**config.mk**
```make
export PLATFORM = sky130hd
export DESIGN_NAME = gpio_port_data
export DESIGN_NICKNAME = d
export VERILOG_FILES = /design/src/rtl/gpio_port_pkg.sv /design/src/rtl/gpio_sync.sv /design/src/rtl/gpio_regs.sv /design/src/rtl/gpio_pin_mux.sv /design/src/rtl/gpio_port_data.sv
export SDC_FILE = /design/constraint.sdc
export NUM_CORES = 1
export LEC_CHECK = 0
export BUFFER_PORTS_ARGS = -buffer_cell sky130_fd_sc_hd__buf_4
export CORE_ASPECT_RATIO = 2
export CORE_MARGIN = 3
export CORE_UTILIZATION = 40
export CTS_CLUSTER_DIAMETER = 200
export DETAILED_ROUTE_END_ITERATION = 10
export HOLD_SLACK_MARGIN = 0.03
export MAX_ROUTING_LAYER = met4
export PLACE_DENSITY = 0.77
export SETUP_SLACK_MARGIN = 0.15
export SKIP_CTS_REPAIR_TIMING = 1
export SYNTH_ARGS = -nofsm -noshare
export SYNTH_HDL_FRONTEND = slang
export SYNTH_SLANG_ARGS = --single-unit
export TNS_END_PERCENT = 30
```
**constraint.sdc**
```tcl
create_clock -name clk -period 0.86 [get_ports clk]
set_input_delay 0.215 -clock clk [delete_from_list [all_inputs] [get_ports clk]]
set_output_delay 0.215 -clock clk [all_outputs]
set_load 0.02 [all_outputs]
```
**src/rtl/gpio_port_pkg.sv**
```systemverilog
// Shared constants for the GPIO port data block.
// Assumes a 16-bit port with three inert bit positions.
package gpio_port_pkg;
    localparam int          PORT_W   = 16;
    localparam logic [15:0] RSV_BITS = 16'h800A;
endpackage

```
**src/rtl/gpio_sync.sv**
```systemverilog
// Two-flop synchronizer for the pin inputs.
// Assumes pin levels are asynchronous to clk and that bits are independent,
// so no bus-coherence guarantee is made across bits.
module gpio_sync #(
    parameter int W = 16
) (
    input  logic         clk,
    input  logic         rst_n,
    input  logic [W-1:0] d,
    output logic [W-1:0] q
);
    logic [W-1:0] stage1;
    logic [W-1:0] stage2;
    logic [1:0]   age;

    // Purpose: shift the pin levels through two flops.
    always_ff @(posedge clk) begin
        if (!rst_n) begin
            stage1 <= '0;
            stage2 <= '0;
        end else begin
            stage1 <= d;
            stage2 <= stage1;
        end
    end

    assign q = stage2;

    // Purpose: count edges since reset so the delay check starts only once the pipe is full.
    always_ff @(posedge clk) begin
        if (!rst_n)            age <= 2'd0;
        else if (age != 2'd2)  age <= age + 2'd1;
    end

    // the output is the input from exactly two edges earlier
    a_r5_two_edge_delay: assert property (@(posedge clk) disable iff (!rst_n)
        (age == 2'd2) |-> (q == $past(d, 2)));
endmodule

```
**src/rtl/gpio_regs.sv**
```systemverilog
// Data and direction storage for the port.
// Assumes single-cycle writes. Only power-on reset clears these flops;
// watchdog reset is deliberately not an input here. Reserved bits are
// constant zero and hold no flop.
module gpio_regs #(
    parameter int          W   = 16,
    parameter logic [15:0] RSV = 16'h800A
) (
    input  logic         clk,
    input  logic         por_n,
    input  logic         wr_en,
    input  logic         reg_sel,
    input  logic [W-1:0] wr_data,
    output logic [W-1:0] data_q,
    output logic [W-1:0] dir_q
);
    localparam logic [W-1:0] KEEP = ~RSV[W-1:0];

    logic wr_data_reg;
    logic wr_dir_reg;

    assign wr_data_reg = wr_en && !reg_sel;
    assign wr_dir_reg  = wr_en &&  reg_sel;

    for (genvar i = 0; i < W; i++) begin : g_bit
        if (RSV[i]) begin : g_rsv
            assign data_q[i] = 1'b0;
            assign dir_q[i]  = 1'b0;
        end else begin : g_live
            // Purpose: one data bit and one direction bit, cleared only at power-on.
            always_ff @(posedge clk) begin
                if (!por_n) begin
                    data_q[i] <= 1'b0;
                    dir_q[i]  <= 1'b0;
                end else begin
                    if (wr_data_reg) data_q[i] <= wr_data[i];
                    if (wr_dir_reg)  dir_q[i]  <= wr_data[i];
                end
            end
        end
    end

    // a data write lands on the next edge for every live bit
    a_r3_data_write: assert property (@(posedge clk) disable iff (!por_n)
        (wr_en && !reg_sel) |=> (data_q == ($past(wr_data) & KEEP)));

    // a direction write lands on the next edge
    a_r9_dir_write: assert property (@(posedge clk) disable iff (!por_n)
        (wr_en && reg_sel) |=> (dir_q == ($past(wr_data) & KEEP)));

    // without a write, nothing but power-on reset changes the registers
    a_r8_hold: assert property (@(posedge clk) disable iff (!por_n)
        !wr_en |=> ($stable(data_q) && $stable(dir_q)));
endmodule

```
**src/rtl/gpio_pin_mux.sv**
```systemverilog
// Per-bit read and pin-drive selection.
// Assumes data_q and dir_q already read zero on reserved bits; the mux
// forces reserved outputs to zero on its own as well.
module gpio_pin_mux #(
    parameter int          W   = 16,
    parameter logic [15:0] RSV = 16'h800A
) (
    input  logic         reg_sel,
    input  logic [W-1:0] data_q,
    input  logic [W-1:0] dir_q,
    input  logic [W-1:0] pin_sync,
    input  logic [W-1:0] func_alt,
    input  logic [W-1:0] alt_out,
    input  logic [W-1:0] alt_oe,
    output logic [W-1:0] rd_data,
    output logic [W-1:0] pin_out,
    output logic [W-1:0] pin_oe
);
    for (genvar i = 0; i < W; i++) begin : g_bit
        if (RSV[i]) begin : g_rsv
            assign rd_data[i] = 1'b0;
            assign pin_out[i] = 1'b0;
            assign pin_oe[i]  = 1'b0;
        end else begin : g_live
            // Purpose: pick the read source and the pin driver for one bit.
            always_comb begin
                if (reg_sel)       rd_data[i] = dir_q[i];
                else if (dir_q[i]) rd_data[i] = data_q[i];
                else               rd_data[i] = pin_sync[i];
                pin_out[i] = func_alt[i] ? alt_out[i] : data_q[i];
                pin_oe[i]  = func_alt[i] ? alt_oe[i]  : dir_q[i];
            end
        end
    end
endmodule

```
**src/rtl/gpio_port_data.sv**
```systemverilog
// Top of the GPIO port data block: synchronizer, storage and pin mux.
// Assumes synchronous active-low resets. The synchronizer is cleared by
// either reset; the registers are cleared by power-on reset only.
module gpio_port_data
    import gpio_port_pkg::*;
#(
    parameter int          W   = PORT_W,
    parameter logic [15:0] RSV = RSV_BITS
) (
    input  logic         clk,
    input  logic         por_n,
    input  logic         wdt_rst_n,
    input  logic         wr_en,
    input  logic         reg_sel,
    input  logic [W-1:0] wr_data,
    output logic [W-1:0] rd_data,
    input  logic [W-1:0] func_alt,
    input  logic [W-1:0] alt_out,
    input  logic [W-1:0] alt_oe,
    input  logic [W-1:0] pin_in,
    output logic [W-1:0] pin_out,
    output logic [W-1:0] pin_oe
);
    localparam logic [W-1:0] LIVE = ~RSV[W-1:0];

    logic         sync_rst_n;
    logic [W-1:0] pin_sync;
    logic [W-1:0] data_q;
    logic [W-1:0] dir_q;

    assign sync_rst_n = por_n && wdt_rst_n;

    gpio_sync #(.W(W)) u_sync (
        .clk   (clk),
        .rst_n (sync_rst_n),
        .d     (pin_in),
        .q     (pin_sync)
    );

    gpio_regs #(.W(W), .RSV(RSV)) u_regs (
        .clk     (clk),
        .por_n   (por_n),
        .wr_en   (wr_en),
        .reg_sel (reg_sel),
        .wr_data (wr_data),
        .data_q  (data_q),
        .dir_q   (dir_q)
    );

    gpio_pin_mux #(.W(W), .RSV(RSV)) u_mux (
        .reg_sel  (reg_sel),
        .data_q   (data_q),
        .dir_q    (dir_q),
        .pin_sync (pin_sync),
        .func_alt (func_alt),
        .alt_out  (alt_out),
        .alt_oe   (alt_oe),
        .rd_data  (rd_data),
        .pin_out  (pin_out),
        .pin_oe   (pin_oe)
    );

    // reserved positions never drive or read as one
    a_r2_reserved_quiet: assert property (@(posedge clk) disable iff (!por_n)
        ((rd_data | pin_out | pin_oe) & RSV[W-1:0]) == '0);

    // general-function bits enable their driver exactly per the direction register
    a_r6_general_oe: assert property (@(posedge clk) disable iff (!por_n)
        (((pin_oe ^ dir_q) & ~func_alt & LIVE) == '0));

    // output-direction bits read back storage on a data read
    a_r4_output_readback: assert property (@(posedge clk) disable iff (!por_n)
        !reg_sel |-> (((rd_data ^ data_q) & dir_q & LIVE) == '0));
endmodule

```
==> flow_metrics.env <==
export IMPL_setup_viol=39
export IMPL_switching_power_mw=1.33
export IMPL_yosysWarningCount=0
export IMPL_totalWireLength_um=5510
export IMPL_crit_path_cell_trace="mux2_4 -> buf_6"
export IMPL_diodes=0
export IMPL_outcome="finished, violations left"
export IMPL_clockBufferDepth=2
export IMPL_dr_pass1_iters=4
export IMPL_final_cell_mix="buf_4 (75), buf_6 (43), nand2_1 (39)"
export IMPL_cap_violations=0
export IMPL_fillers=432
export IMPL_dp_hpwl_um=4130
export IMPL_synth_seq_cells=52
export IMPL_seqCellArea_sq_um=1080
export IMPL_overflow=0
export IMPL_crit_cells=2
export IMPL_first_global_vias=2050
export IMPL_insertion_delay_ps=290
export IMPL_startpoint="u_regs.dir_q[2]$_SDFFE_PN0P_"
export IMPL_crit_path_max_fanout=4
export IMPL_arrival_ps=1050
export IMPL_cp_slowest_cell="dfxtp_4"
export IMPL_placed_area_sq_um=3310
export IMPL_regToRegSetupSlack_ps=110
export IMPL_clock_power_share_pct=31.6
export IMPL_antenna_found_initial=0
export IMPL_internal_power_mw=4.23
export IMPL_gp_congestion=0.706
export IMPL_grt_max_degree=66
export IMPL_power_frac_seq_pct=46.5
export IMPL_combPwrFrac_pct=22.0
export IMPL_critPathLaunchType="flip-flop"
export IMPL_cts_tree="built"
export IMPL_clk_pin_slew_ps=80
export IMPL_dieArea_sq_um=6850
export IMPL_path_class="flip-flop to primary output"
export IMPL_ant_nets=0
export IMPL_cp_data_required_time_ps=640
export IMPL_fin_ws_ps=-408
export IMPL_cts_root_buf="clkbuf_8"
export IMPL_holdCritStartpoint="pin_in[13]"
export IMPL_final_nets=430
export IMPL_grt_usage_pct=16.4
export IMPL_drive_above_1_share_pct=63.3
export IMPL_ys_types=17
export IMPL_cts_sinks=52
export IMPL_numPortBuffers=108
export IMPL_p_per_area_nw_per_um2=1500
export IMPL_slew_viol_final=0
export IMPL_route_detailed_drc=0
export IMPL_htree_levels=2
export IMPL_skew_ps=4.89
export IMPL_pin_count=133
export IMPL_hold_violations=0
export IMPL_clock_fmax_mhz=789
export IMPL_max_stage_delay_ps=360
export IMPL_start_util_pct=42.0
export IMPL_coreArea_sq_um=5560
export IMPL_peakVddDrop_mv=1.51
export IMPL_period_minus_slack_ps=1270
export IMPL_rows=38
export IMPL_rsz0062_at_grt="true"
export IMPL_vias=1992
export IMPL_design_area_sq_um=3710
export IMPL_fin_util_pct=66.7
export IMPL_drt_iter0_markers=37
export IMPL_violations="negative setup slack"
export IMPL_grt_pass1_wl_um=8630
export IMPL_synth_seq_area_share_pct=44.5
export IMPL_crit_path_end_kind="primary output"
export IMPL_vias_per_cell=4.91
export IMPL_layout_cells_most_common="buf_4"
export IMPL_r2r_end="u_regs.dir_q[8]$_SDFFE_PN0P_"
export IMPL_synthToLayoutAreaGrowth_pct=58.8
export IMPL_path_delay_family="flip-flops"
export IMPL_synthTopCellsByArea="dfxtp_1 (45%), mux2_2 (13%), mux2i_1 (11%), and3_1 (7.0%), nand2_1 (6.3%)"
export IMPL_syn_area_per_cell_sq_um=9.90
export IMPL_synthCells=236
export IMPL_synth_largest_area_cell="dfxtp_1"
export IMPL_die_w_um=60.1
export IMPL_hold_class="primary input to flip-flop"
export IMPL_wl_per_cell_um=13.6
export IMPL_r2r_start="u_regs.dir_q[8]$_SDFFE_PN0P_"
export IMPL_netSwitchingFraction_pct=24.0
export IMPL_place_ws_ps=-325
export IMPL_reg2reg_depth=3
export IMPL_power_leakage_nw=1.81
export IMPL_worst_path_buf_inv=1
export IMPL_cts_buffers=5
export IMPL_crit_path_end="pin_oe[2]"
export IMPL_fp_dieH_um=114
export IMPL_syn_area_sq_um=2340
export IMPL_multi_input_area_sq_um=1360
export IMPL_yosys_area_top_type_share_pct=44.5
export IMPL_fin_crit_sh_pct=147
==> flip-flops by register name (all words and copies together), names as in the netlist <==
name / cells
u_regs.data_q: 13
u_sync.q: 13
u_sync.stage1: 13
u_regs.dir_q: 13
==> cells in the mapped netlist, drive strengths merged <==
master	count
and3	26
nand2	39
and2	1
conb	1
nand2b	14
o21ai	26
clkbuf	6
dfxtp	52
mux2i	26
buf	19
mux2	26
==> stage by stage <==
stage | hold WS, ps | total power [mW] | std cells | setup TNS, ps
5_1_grt | 132 | 5.82 | 406 | -16390
6_report | 143 | 5.56 | 406 | -14790
3_5_place_dp | 440 | 3.72 | 398 | -16900
2_1_floorplan | 361 | 3.26 | 244 | -3080
4_1_cts | 130 | 5.48 | 406 | -16550
3_3_place_gp | 431 | 3.69 | 398 | -15370
==> logic make-up after synthesis <==
| family | share of synthesized area (%) |
|---|---|
| and+or+nand+nor | 18.0 |
| muxes | 23.7 |
| other | 0.160 |
| DFF | 44.5 |
| AOI/OAI and AO/OA | 5.57 |
| buffers and inverters | 8.08 |
==> power groups by stage <==
stage	logic [mW]	clock network, mW	registers [mW]
after global placement	1.07	0	2.62
final	1.22	1.76	2.59
after detailed placement	1.09	0	2.62
after global routing	1.31	1.91	2.60
after floorplan	0.647	0	2.62
after CTS	1.09	1.82	2.57
==> layer usage <==
metal | GRT usage [%] | vias to the layer above | routed length (um)
li1 | - | 1001 | -
met1 | 16.2 | 913 | 1960
met5 | - | - | 0
met3 | 2.71 | 4 | 362
met4 | 4.29 | 0 | 38
met2 | 31.3 | 74 | 3150
==> layout make-up <==
class | instances | area share [%]
repair buffers | 119 | 28.6
clock inverters | 1 | 0.809
flip-flops and latches | 52 | 29.2
clock buffers | 7 | 2.60
multi-input cells | 167 | 36.7
well taps | 60 | 2.02
==> worst min-delay path by stage <==
| stage | to | slack, ps | depth (start not counted) |
|---|---|---|---|
| finish | u_sync.stage1[13]$_SDFF_PN0_ | 140 | 2 |
| global route | u_sync.stage1[8]$_SDFF_PN0_ | 130 | 2 |
| detailed placement | u_sync.q[12]$_SDFF_PN0_ | 440 | 1 |
| global placement | u_sync.q[12]$_SDFF_PN0_ | 430 | 1 |
| floorplan | u_sync.stage1[14]$_SDFF_PN0_ | 360 | 1 |
| CTS | u_sync.stage1[10]$_SDFF_PN0_ | 130 | 2 |
Power figures use the tool's default switching activity.
